`config.mk`:
```
export PLATFORM = sky130hd
export DESIGN_NAME = hci_pkt_framer
export DESIGN_NICKNAME = d
export VERILOG_FILES = /design/src/rtl/hci_frm_pkg.sv /design/src/rtl/frm_datapath.sv /design/src/rtl/frm_control.sv /design/src/rtl/evt_deframer.sv /design/src/rtl/hci_pkt_framer.sv
export SDC_FILE = /design/constraint.sdc
export NUM_CORES = 1
export LEC_CHECK = 0
export ABC_AREA = 1
export ABC_CLOCK_PERIOD_IN_PS = 2800
export BUFFER_PORTS_ARGS = -buffer_cell sky130_fd_sc_hd__buf_2
export CORE_MARGIN = 2
export CORE_UTILIZATION = 35
export DETAILED_ROUTE_END_ITERATION = 8
export MAX_ROUTING_LAYER = met4
export PLACE_DENSITY = 0.58
export SLEW_MARGIN = 5
export SYNTH_ARGS = -nofsm -noshare
export SYNTH_HDL_FRONTEND = slang
export SYNTH_SLANG_ARGS = --single-unit
```
`constraint.sdc`:
```
create_clock -name clk -period 2.8 [get_ports clk]
set_clock_uncertainty 0.15 [all_clocks]
set_input_delay 0.28 -clock clk [delete_from_list [all_inputs] [get_ports clk]]
set_output_delay 0.28 -clock clk [all_outputs]
set_load 0.02 [all_outputs]
```
`src/rtl/hci_frm_pkg.sv`:
```
package hci_frm_pkg;
  localparam logic [7:0] CMD_PKT_TYPE = 8'h01;
  localparam int EVT_HDR_N = 3;
  localparam int EVT_LEN_POS = 2;

  typedef enum logic [1:0] {
    FS_IDLE,
    FS_HDR,
    FS_PAR
  } frmState_t;

  typedef struct packed {
    logic load;
    logic hdrStep;
    logic parStep;
    logic selPar;
  } frmStrobe_t;
endpackage

```
`src/rtl/frm_datapath.sv`:
```
module frm_datapath
  import hci_frm_pkg::*;
#(
  parameter int OPC_W = 16,
  parameter int LEN_W = 8
) (
  input  logic             clk,
  input  logic             rstN,
  input  frmStrobe_t       stb,
  input  logic [OPC_W-1:0] descOpcode,
  input  logic [LEN_W-1:0] descLen,
  input  logic [7:0]       parData,
  output logic [7:0]       outData,
  output logic             hdrLast,
  output logic             lenZero,
  output logic             remOne
);
  localparam int HDR_N = 1 + OPC_W / 8 + LEN_W / 8;
  localparam int IDX_W = (HDR_N > 2) ? $clog2(HDR_N) : 1;

  logic [OPC_W-1:0] opcQ;
  logic [LEN_W-1:0] lenQ;
  logic [LEN_W-1:0] remQ;
  logic [IDX_W-1:0] idxQ;
  logic [HDR_N*8-1:0] hdrVec;
  logic [7:0] hdrByte;

  always_ff @(posedge clk) begin
    if (!rstN) begin
      opcQ <= '0;
      lenQ <= '0;
      remQ <= '0;
      idxQ <= '0;
    end else begin
      if (stb.load) begin
        opcQ <= descOpcode;
        lenQ <= descLen;
        remQ <= descLen;
        idxQ <= '0;
      end else begin
        if (stb.hdrStep) idxQ <= idxQ + 1'b1;
        if (stb.parStep) remQ <= remQ - 1'b1;
      end
    end
  end

  // little-endian header image: type byte lowest, count highest
  assign hdrVec = {lenQ, opcQ, CMD_PKT_TYPE};

  always_comb begin
    hdrByte = 8'h00;
    for (int i = 0; i < HDR_N; i++) begin
      if (idxQ == IDX_W'(i)) hdrByte = hdrVec[i*8 +: 8];
    end
  end

  assign outData = stb.selPar ? parData : hdrByte;
  assign hdrLast = (idxQ == IDX_W'(HDR_N - 1));
  assign lenZero = (lenQ == '0);
  assign remOne  = (remQ == LEN_W'(1));
endmodule

```
`src/rtl/frm_control.sv`:
```
module frm_control
  import hci_frm_pkg::*;
(
  input  logic       clk,
  input  logic       rstN,
  input  logic       descValid,
  input  logic       outReady,
  input  logic       parValid,
  input  logic       parLast,
  input  logic       hdrLast,
  input  logic       lenZero,
  input  logic       remOne,
  output logic       descReady,
  output logic       outValid,
  output logic       outLast,
  output logic       parReady,
  output logic       lenErr,
  output frmStrobe_t stb
);
  frmState_t stQ, stNxt;
  logic mismatch;

  always_ff @(posedge clk) begin
    if (!rstN) stQ <= FS_IDLE;
    else       stQ <= stNxt;
  end

  assign mismatch = parValid && (parLast != remOne);

  always_comb begin
    stb       = '0;
    stNxt     = stQ;
    descReady = 1'b0;
    outValid  = 1'b0;
    outLast   = 1'b0;
    parReady  = 1'b0;
    lenErr    = 1'b0;
    unique case (stQ)
      FS_IDLE: begin
        descReady = 1'b1;
        if (descValid) begin
          stb.load = 1'b1;
          stNxt    = FS_HDR;
        end
      end
      FS_HDR: begin
        outValid = 1'b1;
        outLast  = hdrLast && lenZero;
        if (outReady) begin
          stb.hdrStep = 1'b1;
          if (hdrLast) stNxt = lenZero ? FS_IDLE : FS_PAR;
        end
      end
      FS_PAR: begin
        stb.selPar = 1'b1;
        if (mismatch) begin
          // swallow the offending byte and abort, stall or not
          parReady = 1'b1;
          lenErr   = 1'b1;
          stNxt    = FS_IDLE;
        end else begin
          outValid = parValid;
          outLast  = parValid && remOne;
          parReady = outReady;
          if (parValid && outReady) begin
            stb.parStep = 1'b1;
            if (remOne) stNxt = FS_IDLE;
          end
        end
      end
      default: stNxt = FS_IDLE;
    endcase
  end
endmodule

```
`src/rtl/evt_deframer.sv`:
```
module evt_deframer
  import hci_frm_pkg::*;
(
  input  logic       clk,
  input  logic       rstN,
  input  logic       evValid,
  input  logic [7:0] evData,
  output logic       dfValid,
  output logic [7:0] dfData,
  output logic       dfSop,
  output logic       dfEop,
  output logic       dfIsParam
);
  localparam int POS_W = $clog2(EVT_HDR_N + 1);

  logic             inPkt;
  logic [POS_W-1:0] posQ;
  logic [7:0]       remQ;
  logic [POS_W-1:0] curPos;
  logic             isHdr, isLenByte, isEop;

  assign curPos    = inPkt ? posQ : '0;
  assign isHdr     = (curPos < POS_W'(EVT_HDR_N));
  assign isLenByte = (curPos == POS_W'(EVT_LEN_POS));
  assign isEop     = isLenByte ? (evData == 8'h00) : (!isHdr && remQ == 8'd1);

  always_ff @(posedge clk) begin
    if (!rstN) begin
      inPkt     <= 1'b0;
      posQ      <= '0;
      remQ      <= '0;
      dfValid   <= 1'b0;
      dfData    <= '0;
      dfSop     <= 1'b0;
      dfEop     <= 1'b0;
      dfIsParam <= 1'b0;
    end else begin
      dfValid   <= evValid;
      dfSop     <= evValid && !inPkt;
      dfEop     <= evValid && isEop;
      dfIsParam <= evValid && !isHdr;
      if (evValid) begin
        dfData <= evData;
        if (isEop) begin
          inPkt <= 1'b0;
          posQ  <= '0;
        end else begin
          inPkt <= 1'b1;
          if (isHdr) posQ <= curPos + 1'b1;
          if (isLenByte) remQ <= evData;
          else if (!isHdr) remQ <= remQ - 1'b1;
        end
      end
    end
  end
endmodule

```
`src/rtl/hci_pkt_framer.sv`:
```
module hci_pkt_framer
  import hci_frm_pkg::*;
#(
  parameter int OPC_W = 16,
  parameter int LEN_W = 8
) (
  input  logic             clk,
  input  logic             rstN,
  input  logic             descValid,
  output logic             descReady,
  input  logic [OPC_W-1:0] descOpcode,
  input  logic [LEN_W-1:0] descLen,
  input  logic             parValid,
  output logic             parReady,
  input  logic [7:0]       parData,
  input  logic             parLast,
  output logic             outValid,
  input  logic             outReady,
  output logic [7:0]       outData,
  output logic             outLast,
  output logic             lenErr,
  input  logic             evValid,
  input  logic [7:0]       evData,
  output logic             dfValid,
  output logic [7:0]       dfData,
  output logic             dfSop,
  output logic             dfEop,
  output logic             dfIsParam
);
  frmStrobe_t stb;
  logic hdrLast, lenZero, remOne;

  frm_control u_ctl (
    .clk(clk), .rstN(rstN),
    .descValid(descValid), .outReady(outReady),
    .parValid(parValid), .parLast(parLast),
    .hdrLast(hdrLast), .lenZero(lenZero), .remOne(remOne),
    .descReady(descReady), .outValid(outValid), .outLast(outLast),
    .parReady(parReady), .lenErr(lenErr), .stb(stb)
  );

  frm_datapath #(.OPC_W(OPC_W), .LEN_W(LEN_W)) u_dp (
    .clk(clk), .rstN(rstN), .stb(stb),
    .descOpcode(descOpcode), .descLen(descLen), .parData(parData),
    .outData(outData), .hdrLast(hdrLast), .lenZero(lenZero), .remOne(remOne)
  );

  evt_deframer u_dfr (
    .clk(clk), .rstN(rstN),
    .evValid(evValid), .evData(evData),
    .dfValid(dfValid), .dfData(dfData), .dfSop(dfSop),
    .dfEop(dfEop), .dfIsParam(dfIsParam)
  );
endmodule

```
==> Word level (Yosys, flattened, before mapping) <==
Index checks and enable logic that the tools add are counted.
{ "word_totals": {"inputBits": 47, "regBits": 59} }
{ "op_classes": {"bitwise_logic": 2, "eq_ne": 15, "n_lt_le_gt_ge": 1, "n_reduce_logical": 20, "n_mux": 38, "addsub": 4} }
{ "ops": {"columns": ["operator", "n"], "rows": [
  ["two-way mux 8 bit", 8],
  ["two-way mux 2 bit", 11],
  ["equality test 8 x 1 -> 1 bit, second input constant", 2],
  ["zero test 8 bit", 2],
  ["two-way mux 1 bit", 16],
  ["subtractor 8 x 1 -> 8 bit, second input constant", 2],
  ["equality test 2 bit, second input constant", 4],
  ["logical AND 1 bit", 8],
  ["inequality test 2 bit, second input constant", 3],
  ["inequality test 3 x 1 -> 1 bit, second input constant", 2],
  ["case mux 2 bit (3 select lines)", 1],
  ["AND reduction 5 bit", 1],
  ["adder 2 x 1 -> 2 bit, second input constant", 2],
  ["equality test 2 x 1 -> 1 bit, second input constant", 2],
  ["zero test 2 bit", 2],
  ["case mux 1 bit (2 select lines)", 2],
  ["nonzero test 2 bit", 2],
  ["AND reduction 3 bit", 1],
  ["zero test 1 bit", 2],
  ["< comparator 2 bit, second input constant", 1],
  ["inequality test 2 x 1 -> 1 bit, second input constant", 1],
  ["inverter 1 bit", 2],
  ["AND reduction 2 bit", 1],
  ["OR reduction 2 bit", 1],
  ["inequality test 1 bit", 1]
]} }

==> Longest topological paths before layout <==
Gate-level depths: netlist of the first run.
{ "logic_depth": {"ltp_word": 7, "mapped_depth": 12, "depth_no_buf": 12} }

==> Modules after synthesis <==
From an unflattened synthesis of the first run, not the netlist that was laid out.
{ "unflattened": {"hier_cells": 477, "area_unflattened_um2": 3254.4} }
{ "by_module_without_submodules": {"columns": ["mod", "cells_each", "n_inst", "seq_area_each_um2", "area_per_inst_um2"], "rows": [
  ["frm_datapath", 241, 1, 680.7, 1732.9],
  ["evt_deframer", 187, 1, 460.4, 1249.9],
  ["frm_control", 49, 1, 40.0, 271.5]
]} }

==> Worst setup path before layout of the first run <==
OpenSTA, ideal clock, no wires.
{ "synth_timing": {"path_kind": "flip-flop to output port", "startpoint": "register u_dp.idxQ[0]", "endpoint": "output port outData[0]", "path_buffers": 1, "arrival_time_ns": 1.483, "stages_incl_launch_ff": 7, "slack_ns": 0.887, "cell_sequence": "dfxtp_1 inv_1 ha_1 inv_1 buf_1 o211ai_1 a21oi_1"} }
{ "synth_via": {"elab_chain_cells": 6, "word_cells_on_any_way": 9} }
{ "synth_lines": {"columns": ["item", "line", "source"], "rows": [
  ["from (decl)", "frm_datapath.sv:24", "logic [IDX_W-1:0] idxQ;"],
  ["from (signal assigned)", "frm_datapath.sv:41", "if (stb.hdrStep) idxQ <= idxQ + 1'b1;"],
  ["zero test 2 bit", "frm_datapath.sv:53", "if (idxQ == IDX_W'(i)) hdrByte = hdrVec[i*8 +: 8];"],
  ["two-way mux 1 bit", "frm_datapath.sv:53", null],
  ["two-way mux 8 bit (2 in a row)", "frm_datapath.sv:53", null],
  ["two-way mux 8 bit *", "frm_datapath.sv:53", null],
  ["two-way mux 8 bit *", "frm_datapath.sv:57", "assign outData = stb.selPar ? parData : hdrByte;"],
  ["to (decl)", "hci_pkt_framer.sv:19", "output logic [7:0] outData,"]
]} }
Every way passes the cells marked *; elsewhere a longest branch is shown, timed or not.

==> Worst setup path after layout of the first run <==
{ "layout_timing": {"startpoint": "register u_dp.idxQ[0]", "endpoint": "output port outData[7]"} }
{ "layout_via": {"elab_chain_cells": 5, "word_cells_on_any_way": 7} }
{ "layout_lines": {"columns": ["item", "line"], "rows": [
  ["equality test 2 x 1 -> 1 bit", "frm_datapath.sv:53"],
  ["two-way mux 8 bit (2 in a row)", "frm_datapath.sv:53"],
  ["two-way mux 8 bit *", "frm_datapath.sv:53"],
  ["two-way mux 8 bit *", "frm_datapath.sv:57"]
]} }
Marked as above.

==> qor.csv, run 1 <==
stage;metric;value;unit
power_and_ir_drop;Leakage;1.83;nW
die;core area;0.00911;sq mm
clocking;post-CTS resize count;0;
final_layout;fin area;0.00389;sq mm
logic_synthesis;post-synthesis register bit count;59;
worst_setup_path;FF-to-FF Start;u_dfr.inPkt;
detailed_routing;initial drt markers;110;
worst_setup_path;worst setup slack for register-to-register paths;690;ps
worst_hold_path;cell depth of the worst hold path;3;
logic_synthesis;Yosys Warn Count;0;
global_route;GRT Overall Usage;0.187;
timing;actual slew at the worst max-slew pin;504;ps
worst_setup_path;Crit path required time;2370;ps
power_and_ir_drop;Tot Pwr;3.45;mW
logic_synthesis;Synth Area per Inst;6.82;sq um
global_route;largest net degree at the start of global routing;35;
final_layout;fraction of layout instances using a drive strength above 1;0.206;
timing;min Tclk post-route;2460;ps
detailed_routing;wirelength, routed;8510;um
worst_setup_path;Worst Path Max Fanout;10;
global_route;vias in the first global route;3144;
timing;final worst slack;337;ps
clocking;htree depth;3;
final_layout;Layout Nets;603;
worst_setup_path;crit path capture type;primary output;
worst_setup_path;Crit path arrival time;2030;ps
die;row cnt;35;
die;Die H;100;um
run_status;status;finished, final reports clean;
logic_synthesis;synthesized cell area;0.00324;sq mm
detailed_routing;vias per inst;4.86;
timing;Slew headroom;0.662;
clocking;CTS Hold Bufs;0;
global_route;grt ovf;0;
detailed_routing;# DRC;0;
detailed_routing;Wirelength per Cell;12.9;um
power_and_ir_drop;Pwr Density;887;mW/mm^2
timing;count of final hold-check violations;0;
logic_synthesis;sequential area share after synthesis;0.365;
clocking;CTS root buffer;clkbuf_8;
worst_setup_path;worst reg2reg path endpoint;u_dfr.remQ[4];
global_route;initial antenna violation count;0;
clocking;Clock Tree Buf Depth;2;
worst_hold_path;Hold Path Class;input port to register;
timing;Final setup viols;0;
placement;DP Cell Count;643;
clocking;CTS buffer count;9;
timing;Max Freq;0.406;GHz
die;die width;100;um
clocking;clock sinks;59;
final_layout;area growth from synthesis to layout;20.1;%
global_route;first-pass GRT wire length;14400;um
timing;max-slew violations;0;
worst_setup_path;critical setup path kind;register to primary output;
timing;part of the cycle the worst path needs;0.880;
clocking;Setup Buffers After CTS;0;
placement;DP Worst Slack;701;ps
final_layout;commonest cells after routing, fill and taps aside;97 x nand2_1, 95 x nor2_1, 71 x buf_2;
timing;setup tns final;0;ps
detailed_routing;via count;3205;
worst_setup_path;R2R depth;9;
die;Starting Density;0.355;
power_and_ir_drop;VDD IR max;0.319;mV
final_layout;fillers;980;
timing;RSZ-0062 raised after global routing;false;
logic_synthesis;Unique masters post-synth;31;
final_layout;register area;0.00118;sq mm
die;io pins;72;
clocking;Reg clk slew, reported paths;70;ps
final_layout;fin cells;659;
flow_run;# Max-Cap Violations;0;
placement;Placed Instance Area;0.00366;sq mm
placement;post-DP HPWL;6430;um
clocking;Worst-Skew Late Latency;340;ps
final_layout;Multi-input gate area;0.00178;sq mm
final_layout;ANT cells;0;
logic_synthesis;syn nets;535;
placement;Port Buffer Count;71;
logic_synthesis;cells after synthesis;475;
detailed_routing;Routed Antenna Nets;0;
placement;Placer Congestion;0.871;
clocking;CTS tree;done;
detailed_routing;DRT Pass-1 Iters;4;
final_layout;commonest non-fill, non-tap cell in the layout;nand2_1;
die;die area;0.0100;sq mm
worst_setup_path;Worst setup SP type;register;
worst_hold_path;WHS Endpoint;u_dp.opcQ[4];
worst_hold_path;min-delay src;descOpcode[4];
==> cells by family after synthesis <==
family | synth area share
buffers and inverters | 0.0842
XOR/XNOR | 0.00812
adder cells (fa/ha/maj) | 0.0502
AND/OR/NAND/NOR | 0.317
AO/OA/AOI/OAI | 0.176
flip-flops | 0.365
==> layer usage <==
| layer | share of wire | vias up | track usage |
|---|---|---|---|
| li1 | - | 1674 | - |
| met1 | 0.46 | 1443 | 0.225 |
| met2 | 0.47 | 73 | 0.305 |
| met3 | 0.047 | 15 | 0.0474 |
| met4 | 0.016 | 0 | 0.0653 |
| met5 | 0 | - | - |
==> area by class of cell <==
class                   count  area share
multi-input cells         351       0.459
flip-flops and latches     59       0.304
repair buffers             74      0.0972
inverters                  48      0.0463
well taps                 111      0.0357
clock buffers              10      0.0354
clock inverters             6      0.0228
==> flip-flops by register name, summed over array words and instances (netlist names) <==
register / cells
u_dp.opcQ: 16
u_dfr.dfData: 8
u_dfr.remQ: 8
u_dp.lenQ: 8
u_dp.remQ: 8
u_ctl.stQ: 2
u_dfr.posQ: 2
u_dp.idxQ: 2
u_dfr.dfEop: 1
u_dfr.dfIsParam: 1
u_dfr.dfSop: 1
u_dfr.dfValid: 1
u_dfr.inPkt: 1
==> worst max-delay path, stage by stage, from the launching register on <==
cell	delay, ps
dfxtp_1	360
ha_1	380
clkinv_1	350
o21ai_0	290
o21ai_0	120
buf_2	190
==> cells in the mapped netlist <==
master	instances	share of area
nor3_1	1	0.0015
nand3_2	6	0.019
nor2_1	95	0.11
o21bai_4	1	0.0058
buf_1	2	0.0023
a211oi_1	1	0.0023
nand2_4	2	0.0070
a21boi_0	2	0.0046
xor2_1	3	0.0081
clkbuf_1	9	0.010
nor2_2	1	0.0019
nand3_4	1	0.0054
ha_1	13	0.050
nand2_2	3	0.0058
a21oi_2	5	0.014
inv_1	43	0.050
o21ai_0	41	0.063
a21oi_1	31	0.048
nand2_1	97	0.11
inv_2	1	0.0012
buf_2	3	0.0046
nor2_4	3	0.010
clkbuf_8	1	0.0042
o211ai_1	7	0.016
nand3_1	22	0.034
o22ai_1	9	0.017
dfxtp_1	59	0.36
clkinv_1	4	0.0046
buf_6	2	0.0070
nand4_1	5	0.0097
o21bai_1	2	0.0046
==> worst max path at each step <==
stage / from / endpoint / slack [ps] / depth (start not counted)
after floorplan: u_dp.idxQ[0] / outData[0] / 890 / 6
after global placement: u_dfr.inPkt / u_dfr.remQ[6] / 770 / 12
after detailed placement: u_dfr.inPkt / u_dfr.remQ[4] / 700 / 9
after CTS: u_dp.idxQ[0] / outData[7] / 370 / 5
after global routing: u_dp.idxQ[1] / outData[7] / 150 / 5
final: u_dp.idxQ[0] / outData[7] / 340 / 5
==> power by group <==
part           switching (mW)  internal (mW)  leakage [nW]
clock                   0.358          0.525         0.108
combinational           0.924          0.508          1.24
sequential              0.125           1.01         0.486
==> metrics by stage <==
step	utilization	hold slack, ps
floorplan	-	265
global placement	0.402	305
detailed placement	0.402	308
CTS	0.427	25.7
global route	0.427	41.8
finish	0.427	38.7
No activity file was read; power rests on OpenSTA's default activity.
==> inputs of run 2 (changes only) <==
Settings changed: ABC_AREA 1 to unset.
==> run 2 against run 1 <==
  * Critical path depth rose by 1
  * Global-route usage is 0.16 points lower
  * Sequential power shrank 8%
  * Synthesized cell count fell by 12%
  * Combinational power decreased by 50%
  * Cell count fell by 10%
  * Wire length rose by 2.8%
  * Sequential cell count unchanged
  * Fmax shrank 4.2%
  * Sequential share of layout area rose by 0.51 points
  * Non-clock buffer count increased by 5
  * Clock power shrank 23%
==> qor.csv, run 2 <==
stage;metric;value;unit
run_status;status;finished, final reports clean;
worst_setup_path;worst-path cell chain;ha_1, or3b_2, nor3_1, nor2_1, o21ai_0, buf_2;
clocking;Clock Tree Buf Depth;2;
clocking;Worst-Skew Late Latency;340;ps
detailed_routing;Wirelength per Cell;14.8;um
logic_synthesis;Synth top area share;0.367;
clocking;clock sinks;59;
logic_synthesis;synthesized cell area;0.00322;sq mm
timing;max-slew violations;0;
clocking;Setup Buffers After CTS;0;
worst_setup_path;family with the most delay on the worst path;simple AND/OR/NAND/NOR gates;
placement;Placer Congestion;0.822;
worst_setup_path;Crit path required time;2370;ps
die;Starting Density;0.366;
global_route;grt ovf;0;
timing;count of final hold-check violations;0;
logic_synthesis;Main synth FF type;dfxtp_1;
die;die area;0.00998;sq mm
power_and_ir_drop;Leakage;1.54;nW
timing;setup tns final;0;ps
final_layout;Layout Nets;539;
logic_synthesis;cells after synthesis;417;
clocking;CTS tree;done;
detailed_routing;Routed Antenna Nets;0;
die;row cnt;34;
worst_setup_path;CP max stage delay;480;ps
worst_setup_path;Max stage delay cell, worst path;or3b_2;
worst_setup_path;Worst setup SP type;register;
worst_setup_path;critical setup path kind;register to primary output;
logic_synthesis;post-synthesis register bit count;59;
clocking;htree depth;3;
final_layout;Reg with most FFs;u_dp.opcQ;
detailed_routing;# DRC;0;
clocking;CTS buffer count;9;
placement;DP Worst Slack;501;ps
logic_synthesis;post-synth top area cell;dfxtp_1;
timing;min Tclk post-route;2570;ps
logic_synthesis;Area contributors post-synth;dfxtp_1 37%, nand2_1 9.8%, a21oi_1 7.5%;
final_layout;fillers;911;
detailed_routing;wirelength, routed;8750;um
placement;Port Buffer Count;71;
die;die width;99.9;um
logic_synthesis;sequential area share after synthesis;0.367;
timing;actual slew at the worst max-slew pin;547;ps
logic_synthesis;Unique masters post-synth;55;
global_route;initial antenna violation count;0;
clocking;Reg clk slew, reported paths;80;ps
detailed_routing;DRT Pass-1 Iters;4;
final_layout;max reg flops;16;
timing;RSZ-0062 raised after global routing;false;
die;Die H;99.9;um
global_route;largest net degree at the start of global routing;43;
flow_run;# Max-Cap Violations;0;
worst_setup_path;crit path capture type;primary output;
logic_synthesis;Post-synth ARST share;0;
logic_synthesis;Synth Area per Inst;7.72;sq um
final_layout;ANT cells;0;
worst_setup_path;Worst Path Max Fanout;7;
die;core area;0.00881;sq mm
worst_hold_path;Hold Path Class;input port to register;
global_route;first-pass GRT wire length;14500;um
logic_synthesis;Yosys Warn Count;0;
timing;part of the cycle the worst path needs;0.918;
power_and_ir_drop;Pwr Density;638;mW/mm^2
timing;Final setup viols;0;
power_and_ir_drop;VDD IR max;0.308;mV
clocking;CTS root buffer;clkbuf_8;
final_layout;fraction of layout instances using a drive strength above 1;0.211;
global_route;vias in the first global route;3110;
final_layout;commonest cells after routing, fill and taps aside;84 x nand2_1, 71 x buf_2, 59 x dfxtp_1;
worst_setup_path;Crit path arrival time;2140;ps
worst_setup_path;Buf+Inv Stages, Crit Path;1;
timing;Max Freq;0.389;GHz
placement;post-DP HPWL;6190;um
global_route;GRT Overall Usage;0.185;
logic_synthesis;most instantiated library cell after synthesis;nand2_1;
final_layout;commonest non-fill, non-tap cell in the layout;nand2_1;
die;io pins;72;
logic_synthesis;top cells by count, synth;84 x nand2_1, 59 x dfxtp_1, 48 x a21oi_1;
detailed_routing;via count;3166;
timing;Slew headroom;0.633;
detailed_routing;vias per inst;5.36;
logic_synthesis;syn nets;477;
logic_synthesis;Post-synth EDFFs;0;
detailed_routing;initial drt markers;85;
final_layout;area growth from synthesis to layout;18.8;%
clocking;CTS Hold Bufs;0;
timing;final worst slack;228;ps
==> run 2: cell types whose count changed after synthesis, moves of 8 or more <==
cell / previous run / this run
o21ai_0: 41 / 20
mux2i_1: 0 / 13
nor2_1: 95 / 24
nand3_1: 22 / 8
a31oi_1: 0 / 8
a21oi_1: 31 / 48
clkbuf_1: 9 / 25
inv_1: 43 / 14
o22ai_1: 9 / 0
nand3b_1: 0 / 8
nand2_1: 97 / 84
==> run 2: per-stage QoR <==
stage | area, sq um | instances | hold WS (ps) | power (mW) | util
floorplan | 3220 | 417 | 266 | 1.55 | -
global placement | 3650 | 576 | 293 | 1.76 | 0.415
detailed placement | 3650 | 576 | 297 | 1.77 | 0.415
CTS | 3820 | 591 | 2.18 | 2.46 | 0.434
global route | 3820 | 591 | 5.93 | 2.60 | 0.434
finish | 3820 | 591 | 19.3 | 2.44 | 0.434
==> run 2: repair_timing <==
action,CTS,global route
setup endpoints to repair,0,1
endpoints found under the hold margin,0,0
resized for setup,0,1
==> run 2: cell type report <==
| class | instances | area (sq um) | share of cell area |
|---|---|---|---|
| well taps | 108 | 135 | 0.0353 |
| flip-flops and latches | 59 | 1180 | 0.309 |
| inverters | 15 | 56.3 | 0.0147 |
| clock buffers | 10 | 138 | 0.0360 |
| repair buffers | 79 | 415 | 0.109 |
| clock inverters | 5 | 30.0 | 0.00785 |
| multi-input cells | 315 | 1870 | 0.489 |
==> run 2: cell families (layout without fill, tap and decap cells) <==
group           after synthesis  in the layout  synth area share
fa+ha+maj                    13             13            0.0505
flops                        59             59             0.367
compound gates              110            110             0.209
xor+xnor                      2              2           0.00544
simple gates                177            177             0.273
buf+inv                      43            109            0.0540
mux                          13             13            0.0404
==> run 2: final timing paths <==
| check | start | to | slack [ps] | cells after the start |
|---|---|---|---|---|
| worst min register to register | u_dp.opcQ[13] | u_dp.opcQ[13] | 310 | 2 |
| worst max-delay path | u_dp.remQ[0] | parReady | 230 | 6 |
| worst max register to register | u_dfr.inPkt | u_dfr.remQ[1] | 440 | 6 |
| worst min-delay path | descOpcode[1] | u_dp.opcQ[1] | 20 | 3 |
==> run 2: routing by layer <==
layer  track usage  part of all wire
met5             -                 0
met4        0.0601            0.0081
met3        0.0467             0.041
met2         0.299              0.48
met1         0.228              0.47
==> run 2: tightest hold or removal path: cells and delay by family <==
kind                   cells  cell delay, ps
buffers and inverters      1             100
and+or+nand+nor            1              40
AOI/OAI and AO/OA          1              50
==> run 2: power by group <==
group	internal [mW]	switching (mW)	leakage, nW
clock	0.335	0.344	0.0839
combinational	0.281	0.442	0.972
sequential	0.947	0.0925	0.484
==> inputs of run 3 (changes only) <==
Settings changed: CAP_MARGIN set to 20, SYNTH_HIERARCHICAL set to 1.
==> run 3 against run 2 <==
  * Global-route usage fell by 1.5 points
  * Critical path depth rose by 3
  * Design area fell by 1.1%
  * Total power fell by 1.8%
  * Combinational power fell by 0.7%
  * Critical endpoint is now u_dp/remQ[7]
  * First-iteration DRC count rose by 67%
  * Cell count fell by 6.9%
  * Clock power fell by 2%
  * Register-to-register slack got worse by 290 ps
  * Via count fell by 11%
==> qor.csv, run 3 <==
stage;metric;value;unit
run_status;status;finished, final reports clean;
logic_synthesis;Unique masters post-synth;54;
power_and_ir_drop;Leakage;1.66;nW
global_route;vias in the first global route;2750;
detailed_routing;initial drt markers;142;
clocking;Clock Tree Buf Depth;2;
timing;min Tclk post-route;2650;ps
worst_hold_path;Hold Path Class;input port to register;
placement;Placer Congestion;0.826;
final_layout;ANT cells;0;
final_layout;fraction of layout instances using a drive strength above 1;0.242;
timing;setup tns final;0;ps
power_and_ir_drop;Tot Pwr;2.40;mW
logic_synthesis;most instantiated library cell after synthesis;dfxtp_1;
power_and_ir_drop;Pwr Density;633;mW/mm^2
clocking;Reg clk slew, reported paths;70;ps
final_layout;fillers;884;
global_route;GRT Overall Usage;0.171;
die;die width;98.0;um
die;io pins;72;
worst_setup_path;critical setup path kind;register to register;
final_layout;area growth from synthesis to layout;22.3;%
timing;part of the cycle the worst path needs;0.947;
die;core area;0.00864;sq mm
clocking;CTS buffer count;9;
power_and_ir_drop;VDD IR max;0.245;mV
worst_setup_path;crit path capture type;register;
logic_synthesis;Synth Area per Inst;8.48;sq um
final_layout;Layout Nets;498;
logic_synthesis;top cells by count, synth;59 x dfxtp_1, 42 x nor2_1, 35 x nand2_1;
final_layout;Reg with most FFs;u_dp/opcQ;
final_layout;commonest non-fill, non-tap cell in the layout;buf_2;
clocking;htree depth;3;
logic_synthesis;Area contributors post-synth;dfxtp_1 38%, mux2i_1 11%, ha_1 5.3%;
timing;final worst slack;150;ps
logic_synthesis;Post-synth ARST share;0;
logic_synthesis;syn nets;425;
clocking;CTS tree;done;
detailed_routing;DRT Pass-1 Iters;4;
worst_setup_path;Crit path arrival time;2750;ps
logic_synthesis;post-synth top area cell;dfxtp_1;
logic_synthesis;Post-synth EDFFs;0;
logic_synthesis;post-synthesis register bit count;59;
detailed_routing;wirelength, routed;7710;um
logic_synthesis;Main synth FF type;dfxtp_1;
placement;Port Buffer Count;71;
global_route;largest net degree at the start of global routing;28;
logic_synthesis;synthesized cell area;0.00309;sq mm
logic_synthesis;cells after synthesis;365;
timing;Slew headroom;0.530;
timing;count of final hold-check violations;0;
global_route;initial antenna violation count;0;
timing;RSZ-0062 raised after global routing;false;
worst_setup_path;Crit path required time;2900;ps
detailed_routing;via count;2831;
timing;Max Freq;0.377;GHz
placement;DP Worst Slack;88.7;ps
detailed_routing;Wirelength per Cell;14.0;um
final_layout;end-of-flow core utilization;0.438;
detailed_routing;vias per inst;5.15;
detailed_routing;# DRC;0;
flow_run;# Max-Cap Violations;0;
die;die area;0.00961;sq mm
logic_synthesis;Yosys Warn Count;6;
timing;actual slew at the worst max-slew pin;705;ps
clocking;clock sinks;59;
global_route;first-pass GRT wire length;13100;um
die;Starting Density;0.358;
detailed_routing;Routed Antenna Nets;0;
die;row cnt;34;
placement;post-DP HPWL;5570;um
worst_setup_path;Worst setup SP type;register;
global_route;grt ovf;0;
final_layout;commonest cells after routing, fill and taps aside;71 x buf_2, 59 x dfxtp_1, 42 x nor2_1;
clocking;CTS root buffer;clkbuf_8;
final_layout;max reg flops;16;
logic_synthesis;sequential area share after synthesis;0.382;
die;Die H;98.0;um
logic_synthesis;Synth top area share;0.382;
timing;Final setup viols;0;
worst_setup_path;Worst Path Max Fanout;6;
timing;max-slew violations;0;
clocking;Worst-Skew Late Latency;330;ps
## run 3: stage by stage
step                      cells  hold WS (ps)  area [sq um]
final                       550          33.7          3780
after global routing        550          17.5          3780
after CTS                   549          9.82          3780
after detailed placement    534           309          3610
after global placement      534           317          3610
after floorplan             365           264          3110
## run 3: power breakdown
| group | switching (mW) | internal (mW) | total (mW) |
|---|---|---|---|
| clock network | 0.329 | 0.335 | 0.663 |
| registers | 0.0719 | 0.944 | 1.02 |
| logic | 0.399 | 0.318 | 0.717 |
## run 3: final cells by class
type                            instances  area (sq um)  share of cell area
Clock buffer                           10           138              0.0364
Timing Repair Buffer                   83           458               0.121
Multi-Input combinational cell        264          1760               0.466
Clock inverter                          5          30.0             0.00794
Tap cell                              108           135              0.0357
Sequential cell                        59          1180               0.312
Inverter                               21          78.8              0.0208
## run 3: final timing paths
kind | start | end | slack, ps | cells after the start
min | descOpcode[9] | u_dp/opcQ[9] | 30 | 3
max reg2reg | u_dp/remQ[2] | u_dp/remQ[7] | 150 | 9
max | u_dp/remQ[2] | u_dp/remQ[7] | 150 | 9
min reg2reg | u_dfr/inPkt | u_dfr/dfSop | 320 | 1
## run 3: cell families (layout without fill, tap and decap cells)
kind of cell	count (synthesis)	count (layout)	synth area share
flops	59	59	0.382
mux	35	35	0.114
xor+xnor	5	5	0.0142
buf+inv	42	119	0.0534
compound gates	84	84	0.182
simple gates	127	127	0.202
fa+ha+maj	13	13	0.0526
## run 3: metal layers
layer  track usage  up-vias  wire length, um
li1              -     1429                -
met1         0.230     1334             3920
met3        0.0344        6              323
met4        0.0609        0               84
met2         0.254       62             3380
met5             -        -                0
## run 3: critical path, stage by stage, from the launching register on
cell and delay, ps:
dfxtp_1 310, or4_4 580, nor4b_4 270, xor2_1 140, nor2_1 140, and2_1 190, buf_4 160, nand3b_1 80
or4_1 470, o221ai_1 80
## run 3: timing repair
item | in CTS | in global routing
hold buffers | 0 | 0
setup buffers | 0 | 1
gates resized for setup | 0 | 0
setup endpoints to repair | 0 | 5
